[src/rtl/sfe_pkg.sv]
package sfe_pkg;

    // Positions of the configuration fields; the software view depends on them.
    localparam int CFG_MASTER   = 0;
    localparam int CFG_CPOL     = 1;
    localparam int CFG_CPHA     = 2;
    localparam int CFG_DIV_LSB  = 3;
    localparam int CFG_CS_LSB   = 10;
    localparam int CFG_CS_FORCE = 14;
    localparam int CFG_MAN_EN   = 15;
    localparam int CFG_MAN_GO   = 16;
    localparam int CFG_W        = 17;

    typedef enum logic [2:0] {
        ST_IDLE,
        ST_FETCH,
        ST_FIRST,
        ST_SECOND,
        ST_FLUSH
    } sfe_state_e;

endpackage

[src/rtl/sfe_half_timer.sv]
// Counts block clocks inside one half of a serial clock period.
module sfe_half_timer #(
    parameter int DIV_W = 3,
    localparam int CNT_W = 2 ** DIV_W
) (
    input  logic             clk,
    input  logic             rst_n,
    input  logic             clear,
    input  logic             run,
    input  logic [DIV_W-1:0] div_exp,
    output logic             tick
);

    logic [CNT_W-1:0] cnt_q;
    logic [CNT_W-1:0] limit;

    always_comb begin
        limit = (CNT_W'(1) << div_exp) - CNT_W'(1);
        tick  = run && (cnt_q == limit);
    end

    always_ff @(posedge clk or negedge rst_n) begin
        if (!rst_n) begin
            cnt_q <= '0;
        end else if (clear || tick) begin
            cnt_q <= '0;
        end else if (run) begin
            cnt_q <= cnt_q + CNT_W'(1);
        end
    end

endmodule

[src/rtl/sfe_tx_bitsel.sv]
// Picks the outgoing bit: byte lanes in rising order, each byte MSB first.
module sfe_tx_bitsel #(
    parameter int BYTES = 4,
    localparam int WORD_W = 8 * BYTES,
    localparam int BIT_W  = $clog2(WORD_W)
) (
    input  logic [WORD_W-1:0] word,
    input  logic [BIT_W-1:0]  bit_idx,
    output logic              bit_out
);

    logic [BIT_W-1:0] pos;

    always_comb begin
        // Same lane, bit order inside the lane reversed.
        pos     = bit_idx ^ BIT_W'(7);
        bit_out = word[pos];
    end

endmodule

[src/rtl/sfe_rx_pack.sv]
// Gathers sampled bits into bytes and pushes each byte in at the top lane.
module sfe_rx_pack #(
    parameter int BYTES = 4,
    localparam int WORD_W = 8 * BYTES,
    localparam int BIT_W  = $clog2(WORD_W)
) (
    input  logic              clk,
    input  logic              rst_n,
    input  logic              clear,
    input  logic              sample,
    input  logic [BIT_W-1:0]  bit_idx,
    input  logic              din,
    output logic [WORD_W-1:0] word
);

    logic [6:0]        part_q;
    logic [WORD_W-1:0] word_q;

    always_ff @(posedge clk or negedge rst_n) begin
        if (!rst_n) begin
            part_q <= '0;
            word_q <= '0;
        end else if (clear) begin
            word_q <= '0;
        end else if (sample) begin
            if (bit_idx[2:0] == 3'd7) begin
                word_q <= {part_q, din, word_q[WORD_W-1:8]};
            end else begin
                part_q <= {part_q[5:0], din};
            end
        end
    end

    assign word = word_q;

endmodule

[src/rtl/sflash_shift_engine.sv]
module sflash_shift_engine
    import sfe_pkg::*;
#(
    parameter int NUM_CS = 4,
    parameter int DIV_W  = 3,
    parameter int BYTES  = 4,
    localparam int WORD_W = 8 * BYTES,
    localparam int BIT_W  = $clog2(WORD_W),
    localparam int NB_W   = $clog2(BYTES + 1)
) (
    input  logic              clk,
    input  logic              rst_n,
    input  logic              cfg_wr,
    input  logic [CFG_W-1:0]  cfg_data,
    input  logic              en_wr,
    input  logic              en_bit,
    input  logic              tx_valid,
    input  logic [WORD_W-1:0] tx_word,
    input  logic [NB_W-1:0]   tx_nbytes,
    output logic              tx_ready,
    output logic              rx_valid,
    output logic [WORD_W-1:0] rx_word,
    output logic [NB_W-1:0]   rx_nbytes,
    output logic              sclk,
    output logic              mosi,
    input  logic              miso,
    output logic [NUM_CS-1:0] cs_n,
    output logic              busy
);

    // Configuration fields
    logic              master_q, cpol_q, cpha_q, force_q, man_q;
    logic [DIV_W-1:0]  div_q;
    logic [NUM_CS-1:0] csf_q;
    logic              en_q;
    logic              start_pend_q;
    logic              unused_cfg;

    // Engine state
    sfe_state_e        state_q, state_d;
    logic [WORD_W-1:0] word_q;
    logic [NB_W-1:0]   nbytes_q;
    logic [BIT_W-1:0]  bit_q;
    logic [NUM_CS-1:0] cs_q;

    logic              active, go, tick, last_bit, tx_bit;
    logic [NB_W-1:0]   nb_eff;
    logic [NB_W+2:0]   last_full;
    logic              in_bit;
    logic              cpol_w, active_w;

    assign unused_cfg = ^cfg_data[CFG_CS_LSB-1:CFG_DIV_LSB+DIV_W];

    always_ff @(posedge clk or negedge rst_n) begin
        if (!rst_n) begin
            master_q <= 1'b0;
            cpol_q   <= 1'b0;
            cpha_q   <= 1'b0;
            div_q    <= '0;
            csf_q    <= '1;
            force_q  <= 1'b0;
            man_q    <= 1'b0;
        end else if (cfg_wr) begin
            master_q <= cfg_data[CFG_MASTER];
            cpol_q   <= cfg_data[CFG_CPOL];
            cpha_q   <= cfg_data[CFG_CPHA];
            div_q    <= cfg_data[CFG_DIV_LSB +: DIV_W];
            csf_q    <= cfg_data[CFG_CS_LSB +: NUM_CS];
            force_q  <= cfg_data[CFG_CS_FORCE];
            man_q    <= cfg_data[CFG_MAN_EN];
        end
    end

    always_ff @(posedge clk or negedge rst_n) begin
        if (!rst_n) begin
            en_q <= 1'b0;
        end else if (en_wr) begin
            en_q <= en_bit;
        end
    end

    always_comb begin
        active    = en_q && master_q;
        go        = active && tx_valid && (!man_q || start_pend_q);
        in_bit    = (state_q == ST_FIRST) || (state_q == ST_SECOND);
        nb_eff    = ((tx_nbytes == '0) || (tx_nbytes > NB_W'(BYTES))) ? NB_W'(BYTES) : tx_nbytes;
        last_full = {nbytes_q, 3'b000} - (NB_W+3)'(1);
        last_bit  = (bit_q == last_full[BIT_W-1:0]);
    end

    sfe_half_timer #(.DIV_W(DIV_W)) u_timer (
        .clk     (clk),
        .rst_n   (rst_n),
        .clear   (state_q == ST_FETCH),
        .run     (active && in_bit),
        .div_exp (div_q),
        .tick    (tick)
    );

    sfe_tx_bitsel #(.BYTES(BYTES)) u_txsel (
        .word    (word_q),
        .bit_idx (bit_q),
        .bit_out (tx_bit)
    );

    sfe_rx_pack #(.BYTES(BYTES)) u_rxpack (
        .clk     (clk),
        .rst_n   (rst_n),
        .clear   (state_q == ST_FETCH),
        .sample  ((state_q == ST_FIRST) && tick),
        .bit_idx (bit_q),
        .din     (miso),
        .word    (rx_word)
    );

    // State register
    always_ff @(posedge clk or negedge rst_n) begin
        if (!rst_n) begin
            state_q <= ST_IDLE;
        end else begin
            state_q <= state_d;
        end
    end

    // Next state
    always_comb begin
        state_d = state_q;
        unique case (state_q)
            ST_IDLE: begin
                if (go) state_d = ST_FETCH;
            end
            ST_FETCH: begin
                if (active) state_d = tx_valid ? ST_FIRST : ST_IDLE;
            end
            ST_FIRST: begin
                if (tick) state_d = ST_SECOND;
            end
            ST_SECOND: begin
                if (tick) state_d = last_bit ? ST_FLUSH : ST_FIRST;
            end
            ST_FLUSH: begin
                if (active) state_d = tx_valid ? ST_FETCH : ST_IDLE;
            end
            default: state_d = ST_IDLE;
        endcase
    end

    // Word, bit counter, start request and chip select
    always_ff @(posedge clk or negedge rst_n) begin
        if (!rst_n) begin
            word_q       <= '0;
            nbytes_q     <= NB_W'(BYTES);
            bit_q        <= '0;
            start_pend_q <= 1'b0;
            cs_q         <= '1;
        end else begin
            if (cfg_wr && cfg_data[CFG_MAN_GO]) begin
                start_pend_q <= 1'b1;
            end else if ((state_q == ST_IDLE) && go) begin
                start_pend_q <= 1'b0;
            end

            if (state_q == ST_IDLE) begin
                cs_q <= (force_q || go) ? csf_q : '1;
            end

            if ((state_q == ST_FETCH) && active && tx_valid) begin
                word_q   <= tx_word;
                nbytes_q <= nb_eff;
                bit_q    <= '0;
            end else if ((state_q == ST_SECOND) && tick && !last_bit) begin
                bit_q <= bit_q + BIT_W'(1);
            end
        end
    end

    // Outputs
    always_comb begin
        sclk      = cpol_q ^ (((state_q == ST_FIRST) && cpha_q) ||
                              ((state_q == ST_SECOND) && !cpha_q));
        mosi      = in_bit ? tx_bit : 1'b0;
        tx_ready  = (state_q == ST_FETCH) && active && tx_valid;
        rx_valid  = (state_q == ST_FLUSH) && active;
        rx_nbytes = nbytes_q;
        cs_n      = cs_q;
        busy      = (state_q != ST_IDLE);
        cpol_w    = cpol_q;
        active_w  = active;
    end

endmodule

[config.mk]
export PLATFORM = sky130hd
export DESIGN_NAME = sflash_shift_engine
export DESIGN_NICKNAME = d
export VERILOG_FILES = /design/src/rtl/sfe_pkg.sv /design/src/rtl/sfe_half_timer.sv /design/src/rtl/sfe_tx_bitsel.sv /design/src/rtl/sfe_rx_pack.sv /design/src/rtl/sflash_shift_engine.sv
export SDC_FILE = /design/constraint.sdc
export NUM_CORES = 1
export LEC_CHECK = 0
export BUFFER_PORTS_ARGS = -buffer_cell sky130_fd_sc_hd__clkbuf_2
export CORE_UTILIZATION = 35
export DETAILED_ROUTE_END_ITERATION = 16
export GPL_TIMING_DRIVEN = 0
export MAX_ROUTING_LAYER = met4
export PLACE_DENSITY = 0.64
export RECOVER_POWER = 25
export SYNTH_ARGS = -nofsm -noshare
export SYNTH_HDL_FRONTEND = slang
export SYNTH_SLANG_ARGS = --single-unit
[constraint.sdc]
create_clock -name clk -period 4.55 [get_ports clk]
set_input_delay 0.91 -clock clk [delete_from_list [all_inputs] [get_ports clk]]
set_output_delay 0.91 -clock clk [all_outputs]
set_load 0.02 [all_outputs]
After elaboration in Yosys (flattened, before gate mapping)
Cells that the tools add are included.

word-level totals
  register bits after elaboration = 108
  logic and storage cells = 98
  input bits = 59
  output and inout bits = 44

operators by class
  bitwise operators = 4
  eq/ne operators = 12
  shifts and indexed selects = 1
  add/subtract/negate cells = 4
  magnitude comparators = 2
  reductions and logical operators = 35
  muxes and demuxes = 23

operators with widths
  operator                                             number
  2-to-1 mux 32 bit                                    3
  2-to-1 mux 3 bit                                     7
  2-to-1 mux 8 bit                                     2
  logical AND 1 bit                                    15
  one-hot mux 3 bit (5 select lines)                   1
  2-to-1 mux 5 bit                                     2
  != test 2 bit, second input constant                 5
  nonzero test 2 bit                                   5
  adder 8 x 1 -> 8 bit, second input constant          1
  equality test 8 bit                                  1
  left shift 1 x 3 -> 8 bit, first input constant      1
  subtractor 8 x 2 -> 8 bit, second input constant     1
  equality test 3 x 2 -> 1 bit, second input constant  2
  equality test 3 bit, second input constant           2
  logical NOT 3 bit                                    2
  logical OR 1 bit                                     6
  < comparator 5 x 6 -> 1 bit, second input constant   1
  adder 5 x 1 -> 5 bit, second input constant          1
  binary-select mux 1 bit (select 5 bit)               1
  equality test 5 bit                                  1
  2-to-1 mux 1 bit                                     5
  AND reduction 5 bit                                  1
  subtractor 5 x 1 -> 5 bit, second input constant     1
  2-to-1 mux 4 bit                                     1
  10 further kinds                                     13

Longest topological paths before layout
Gate-level depths: netlist of run 1.

  depth in word-level cells = 8
  gate-level depth with buffers = 10
  depth with buffers taken out = 7

Hierarchy
A second synthesis of run 1 with hierarchy kept.

unflattened totals
  cell total of the unflattened synthesis = 515
  area total of the unflattened synthesis = 5076.1 um^2

modules (own cells, without submodules)
  module               cells each  sequential area each (um^2)  instances  area an instance (um^2)
  sflash_shift_engine  260         1537.7                       1          2582.5
  sfe_rx_pack          157         975.9                        1          1647.8
  sfe_half_timer       57          200.2                        1          520.5
  sfe_tx_bitsel        41          0.0                          1          325.3

Worst setup path before layout of run 1
Ideal clock, no wire load.

  path type = register -> output
  from = register bit_q[0]
  to = output mosi
  cell stages (with the launch flop) = 6
  arrival = 2.056 ns
  path buffers = 1
  slack = 1.584 ns
  path through = dfrtp_1 -> buf_1 -> mux4_2 -> mux4_2 -> nand3_1 -> nand2_1

on the way
  cells in the longest elaborated chain, start to end = 4

ends and longest elaborated chain
  what                                    RTL line                    RTL
  start: declaration                      sflash_shift_engine.sv:43   logic [BIT_W-1:0] bit_q;
  start signal: assignment                sflash_shift_engine.sv:172  bit_q <= bit_q + BIT_W'(1);
  NOT 3 bit (no line)                     -
  binary-select mux 1 bit (select 5 bit)  sfe_tx_bitsel.sv:17         bit_out = word[pos];
  2-to-1 mux 1 bit (implied by the code)  sfe_tx_bitsel.sv:17
  2-to-1 mux 1 bit                        sflash_shift_engine.sv:181  mosi = in_bit ? tx_bit : 1'b0;
  end: declaration                        sflash_shift_engine.sv:25   output logic mosi,

Every way passes these cells. The select of a mux whose other input is x is not followed.

Final worst setup path of run 1
  from = register state_q[0]
  to = output tx_ready

on the way
  cells in the longest elaborated chain, start to end = 3

ends and longest elaborated chain
  what                            RTL line                    RTL
  start: declaration              sflash_shift_engine.sv:40   sfe_state_e state_q, state_d;
  start signal: assignment        sflash_shift_engine.sv:121  state_q <= state_d;
  equality test 3 x 1 -> 1 bit    sflash_shift_engine.sv:182  tx_ready = (state_q == ST_FETCH) && active && tx_valid;
  logical AND 1 bit (2 in a row)  sflash_shift_engine.sv:182
  end: declaration                sflash_shift_engine.sv:20   output logic tx_ready,

Every way passes these cells.

==> reports/metrics.cfg, run 1 <==
[status]
status = complete, but fails checks
violations = capacitance limit, slew limit

[power]
power.leakage_nw = 2.99
cellPowerDensity_nw_per_um2 = 471
ir_worst_vdd_uv = 331

[min_path]
holdPathStages = 2
hold_class = flop to flop

[global_routing]
grt_max_degree = 109
grt_overflow = 0
grt_use_total_pct = 16.7
grt_pass1_vias = 3969
antenna_found_initial = 0
grt_pass1_wl_um = 19200

[timing]
final_hold_viol_count = 0
period_share_pct = 80.6
max_freq_mhz = 273
relSlewSlack_pct = -78.9
fin_crit_ns = 3.67
setup_viol_count_final = 0
finalClockSkew_ns = 0.00520
tns_ns = 0
worstMarginPinSlew_ns = 2.68
slew_violations = 109
rsz0062_at_grt = no

[cts]
clk-insertion-delay-late_ns = 0.35
hold_buffers = 0
cts-root-buf = clkbuf_16
htree_levels = 3
cts_resized = 0
clk_pin_slew_ns = 0.07
post_cts_buffers = 0
cts_buffer_depth = 2
cts_buffers = 9
clkSinkCount = 108
cts_tree = yes

[synthesis]
avgSynthCellArea_um2 = 10.3
ys.flop_type = dfrtp_1
synthArstFlopShare_pct = 100
ys_seq_elements = 108
synth_cells = 501
synth_top_area_share_pct = 48.0
yosysMostFrequentCell = nand2_1
synth_common_cells = 154 x nand2_1, 99 x dfrtp_1, 30 x nand3_1
syn_area_um2 = 5160
ys_seq_area_share_pct = 52.6
synth_area_leaders = dfrtp_1 48%, nand2_1 11%, o21ai_2 4.8%
synth_edf_count = 0
synth.net_count = 564
synth_area_leader_cell = dfrtp_1
synth-warning-count = 0
ys_types = 52

[critical_path]
worstPathArrival_ns = 2.76
worstRegToRegCells = 8
crit_path_end_kind = output pin
path_class = flop to output pin
startpoint_type = flop
crit_fanout = 10
cp.required_ns = 3.64

[place]
io_buffers = 98
hpwl_um = 8020
gp_congestion = 0.789

[route]
route.detailed.drc = 0
vias = 3880
first_pass_iters = 4
ant_nets = 0
post_drt_via_cell_ratio = 4.88
wl_per_cell_um = 14.2
wirelength_um = 11300
drt_iter0_markers = 205

[layout]
n_antenna_cell = 0
multi_input_area_um2 = 2210
drive_gt1_share_pct = 32.8
final_nets = 673
seq_area_um2 = 2710
final_util_pct = 44.0
n_fill_cell = 1360
synthToLayoutAreaGrowth_pct = 20.7

[floorplanning]
num_io_pins = 103
num_rows = 43
dieArea_um2 = 15200
fp.dieW_um = 123
die_h_um = 123
start_util_pct = 36.4
coreArea_um2 = 14100

[job]
drv_cap = 1

==> critical path: stages (launching register included) <==
cell and delay [ns]:
dfrtp_1 0.32, buf_4 0.17, inv_1 0.10, or3_1 0.34
clkbuf_1 0.15, or2_2 0.30, clkbuf_1 0.19, clkinv_1 0.19
buf_1 0.39, clkbuf_2 0.26
==> layer usage <==
metal	up-vias	share of wire, %	track usage, %
met2	74	49	26.5
met4	0	0.98	5.20
li1	1918	-	-
met3	10	4.0	3.64
met1	1878	46	21.3
met5	-	0	-
==> power by group <==
group | total [mW] | switching (mW) | internal [mW]
Clock | 0.912 | 0.356 | 0.556
Combinational | 0.708 | 0.367 | 0.341
Sequential | 1.31 | 0.143 | 1.17
==> layout by cell type, fill, tap and decap left out, types with 2 or more instances in the layout <==
cell type  Yosys  layout
nand2b_1       4       4
dfrtp_1       99      99
clkbuf_2       0      97
o22ai_1        2       2
ha_1           4       4
o22a_1         4       4
xor2_1         6       6
and3_1         3       3
buf_1          4       4
mux2_2        20      20
nor2_1        16      16
dfstp_2        9       9
o21ai_0       10      10
o21ai_2       28      28
bufinv_16      0       3
nand3b_1       3       3
xnor2_1        6       6
nand4_1        5       5
clkbuf_1      12      14
buf_4          5       5
nand3_1       30      30
mux4_2        10      10
nor2b_1        3       3
nor3_1         3       3
buf_6          8       8
o21ai_1        4       4
inv_1          8       8
o21bai_1       2       2
clkbuf_16      0       9
a21oi_1        7       7
mux2i_1        4       4
nand2_1      154     154
or2_2          2       2
or3_1          5       5
==> cells by family (layout without fill, tap and decap cells) <==
logic type / count (synthesis) / in the layout / share of synthesized area (%)
adders and majority gates: 4 / 4 / 0.971
xor gates and xnor gates: 12 / 12 / 2.04
AOI/OAI and AO/OA: 68 / 68 / 10.4
muxes: 34 / 34 / 9.51
and+or+nand+nor: 235 / 235 / 19.9
buffers and inverters: 40 / 154 / 4.56
DFF: 108 / 108 / 52.6
==> layout make-up <==
class	count	area share, %
inverters	9	0.543
clock inverters	5	1.73
multi-input cells	353	35.5
flip-flops and latches	108	43.6
well taps	180	3.62
plain buffers	31	3.24
clock buffers	11	3.90
repair buffers	98	7.86
==> registers in the layout, summed over array words and instances, names as in the netlist, 3 cells and up <==
name,flops
word_q,32
csf_q,4
u_timer.cnt_q,8
div_q,3
cs_n,4
rx_nbytes,3
u_rxpack.word,32
state_q,3
u_rxpack.part_q,7
bit_q,5
==> worst paths after layout <==
kind	startpoint	end	slack [ns]
max	state_q[0]	tx_ready	0.88
min	word_q[1]	word_q[1]	0.47
max reg2reg	div_q[1]	u_rxpack.word[20]	1.76
min reg2reg	word_q[1]	word_q[1]	0.47
max in group asynchronous	rst_n	u_rxpack.word[7]	1.60
min in group asynchronous	rst_n	word_q[21]	1.39
==> metrics by stage <==
stage / power (mW) / setup slack (ns) / instance area, µm² / hold WS [ns] / std cells
floorplan: 1.82 / 1.58 / 5160 / 0.440 / 501
global placement: 2.02 / 1.11 / 5870 / 0.454 / 779
detailed placement: 2.05 / 1.11 / 5880 / 0.458 / 779
CTS: 2.97 / 0.819 / 6230 / 0.476 / 795
global route: 3.11 / 0.622 / 6220 / 0.498 / 795
finish: 2.93 / 0.884 / 6220 / 0.474 / 795
No activity file was read; power rests on OpenSTA's default activity.
==> run 2: changes to the inputs <==
==> constraint.sdc (replaced) <==
create_clock -name clk -period 3.6 [get_ports clk]
set_input_delay 0.72 -clock clk [delete_from_list [all_inputs] [get_ports clk]]
set_output_delay 0.72 -clock clk [all_outputs]
set_load 0.02 [all_outputs]
==> run 2 against run 1 <==
Against the previous run: the run still ends with capacitance limit, slew limit left; worst hold slack about the same; cell count down 0.13%; total power up 26%; utilization about the same; routed wire length down 0.38%; global-route usage unchanged.
==> reports/metrics.cfg, run 2 (synthesis results as in run 1) <==
[global_routing]
grt_use_total_pct = 16.7
antenna_found_initial = 0
grt_overflow = 0
grt_pass1_wl_um = 19200
grt_pass1_vias = 3969
grt_max_degree = 109

[cts]
clk_pin_slew_ns = 0.07
hold_buffers = 0
cts_resized = 0
cts_tree = yes
cts-root-buf = clkbuf_16
cts_buffer_depth = 2
clk-insertion-delay-late_ns = 0.35
htree_levels = 3
cts_buffers = 9
post_cts_buffers = 0
clkSinkCount = 108

[place]
io_buffers = 98
hpwl_um = 8020
gp_congestion = 0.789

[status]
status = complete, but fails checks
violations = capacitance limit, slew limit

[power]
ir_worst_vdd_uv = 419
pwr-share-seq_pct = 44.7
swShare_pct = 29.5
power.leakage_nw = 3.00
internal_power_mw = 2.61
clkPwrFrac_pct = 31.1
cellPowerDensity_nw_per_um2 = 596
p_comb_share_pct = 24.2
power_switching_mw = 1.09

[route]
post_drt_via_cell_ratio = 4.88
route.detailed.drc = 0
vias = 3872
drt_iter0_markers = 190
ant_nets = 0
wl_per_cell_um = 14.1
wirelength_um = 11200
first_pass_iters = 4

[floorplanning]
start_util_pct = 36.4
fp.dieW_um = 123
dieArea_um2 = 15200
num_rows = 43
coreArea_um2 = 14100
die_h_um = 123
num_io_pins = 103

[critical_path]
cp_slowest_cell = mux4_2
crit_fanout = 10
startpoint_type = flop
path_buf_inv = 2
reg2reg_setup_slack_ns = 0.81
critPathTopFamily = multiplexers
crit_path_cell_trace = clkbuf_2, mux4_2, mux4_2, nand3b_1, nand2_1, clkbuf_2
max_stage_delay_ns = 0.55
worstPathArrival_ns = 2.47
crit_path_end_kind = output pin
path_class = flop to output pin
cp.required_ns = 2.88

[layout]
n_antenna_cell = 0
final_cell_mix = 154 x nand2_1, 99 x dfrtp_1, 98 x clkbuf_2, 30 x nand3_1, 28 x o21ai_2
final_nets = 672
synthToLayoutAreaGrowth_pct = 20.6
final_common_cell = nand2_1
drive_gt1_share_pct = 33.1
n_fill_cell = 1361

[timing]
tns_ns = 0
hold_slack_ns = 0.473
period_share_pct = 88.5
slew_violations = 109
fin_crit_ns = 3.19
relSlewSlack_pct = -77.8
rsz0062_at_grt = no
finalClockSkew_ns = 0.00450
max_freq_mhz = 314
final_hold_viol_count = 0
worstMarginPinSlew_ns = 2.67
setup_viol_count_final = 0

[job]
drv_cap = 1

[min_path]
hold_class = flop to flop

==> run 2: changes by cell type in the layout (fill, tap and decap cells not counted), sizes merged <==
cell	change
buf	-2
clkbuf	+1
==> run 2: power groups by stage <==
stage	Combinational, mW	Clock [mW]	Sequential [mW]
finish	0.896	1.15	1.66
global route	1.01	1.23	1.69
global placement	0.885	0	1.67
detailed placement	0.909	0	1.68
floorplan	0.638	0	1.67
CTS	0.913	1.18	1.66
==> run 2: per-stage QoR <==
| step | power, mW | cell area (µm²) | util, % | setup slack, ns | instances |
|---|---|---|---|---|---|
| 2_1_floorplan | 2.30 | 5160 | - | 0.824 | 501 |
| 3_3_place_gp | 2.55 | 5870 | 41.5 | 0.350 | 779 |
| 3_5_place_dp | 2.59 | 5880 | 41.6 | 0.460 | 779 |
| 4_1_cts | 3.76 | 6230 | 44.0 | 0.0595 | 795 |
| 5_1_grt | 3.94 | 6220 | 43.9 | 0.0721 | 794 |
| 6_report | 3.71 | 6220 | 43.9 | 0.413 | 794 |
==> run 2: worst register-to-register path, stage by stage (launching register included) <==
cell and delay [ns]:
dfrtp_1 0.38, buf_6 0.14, o21ai_0 0.23, nor4bb_1 0.48
o2111ai_2 0.24, a2111oi_4 0.83, buf_6 0.23, nand3_1 0.11
o21ai_2 0.07
==> run 2: area by class of cell <==
cell class              instances  area (µm²)  area share (%)
plain buffers                  30         199            3.20
flip-flops and latches        108        2710            43.6
repair buffers                 98         489            7.87
inverters                       9        33.8           0.543
clock inverters                 5         108            1.73
clock buffers                  11         243            3.90
multi-input cells             353        2210            35.5
well taps                     180         225            3.62
==> run 2: worst paths after layout <==
check,endpoint,depth (start not counted),start
min,word_q[1],2,word_q[1]
min in group asynchronous,word_q[21],1,rst_n
max,mosi,6,bit_q[0]
min reg2reg,word_q[1],2,word_q[1]
max in group asynchronous,u_rxpack.word[17],1,rst_n
max reg2reg,u_rxpack.word[20],8,div_q[1]
==> run 2: layer usage <==
layer / GRT usage, % / vias to the layer above / wire length, µm
met5: - / - / 0
met2: 26.5 / 75 / 5500
li1: - / 1914 / -
met3: 3.64 / 11 / 443
met1: 21.3 / 1872 / 5150
met4: 5.20 / 0 / 132
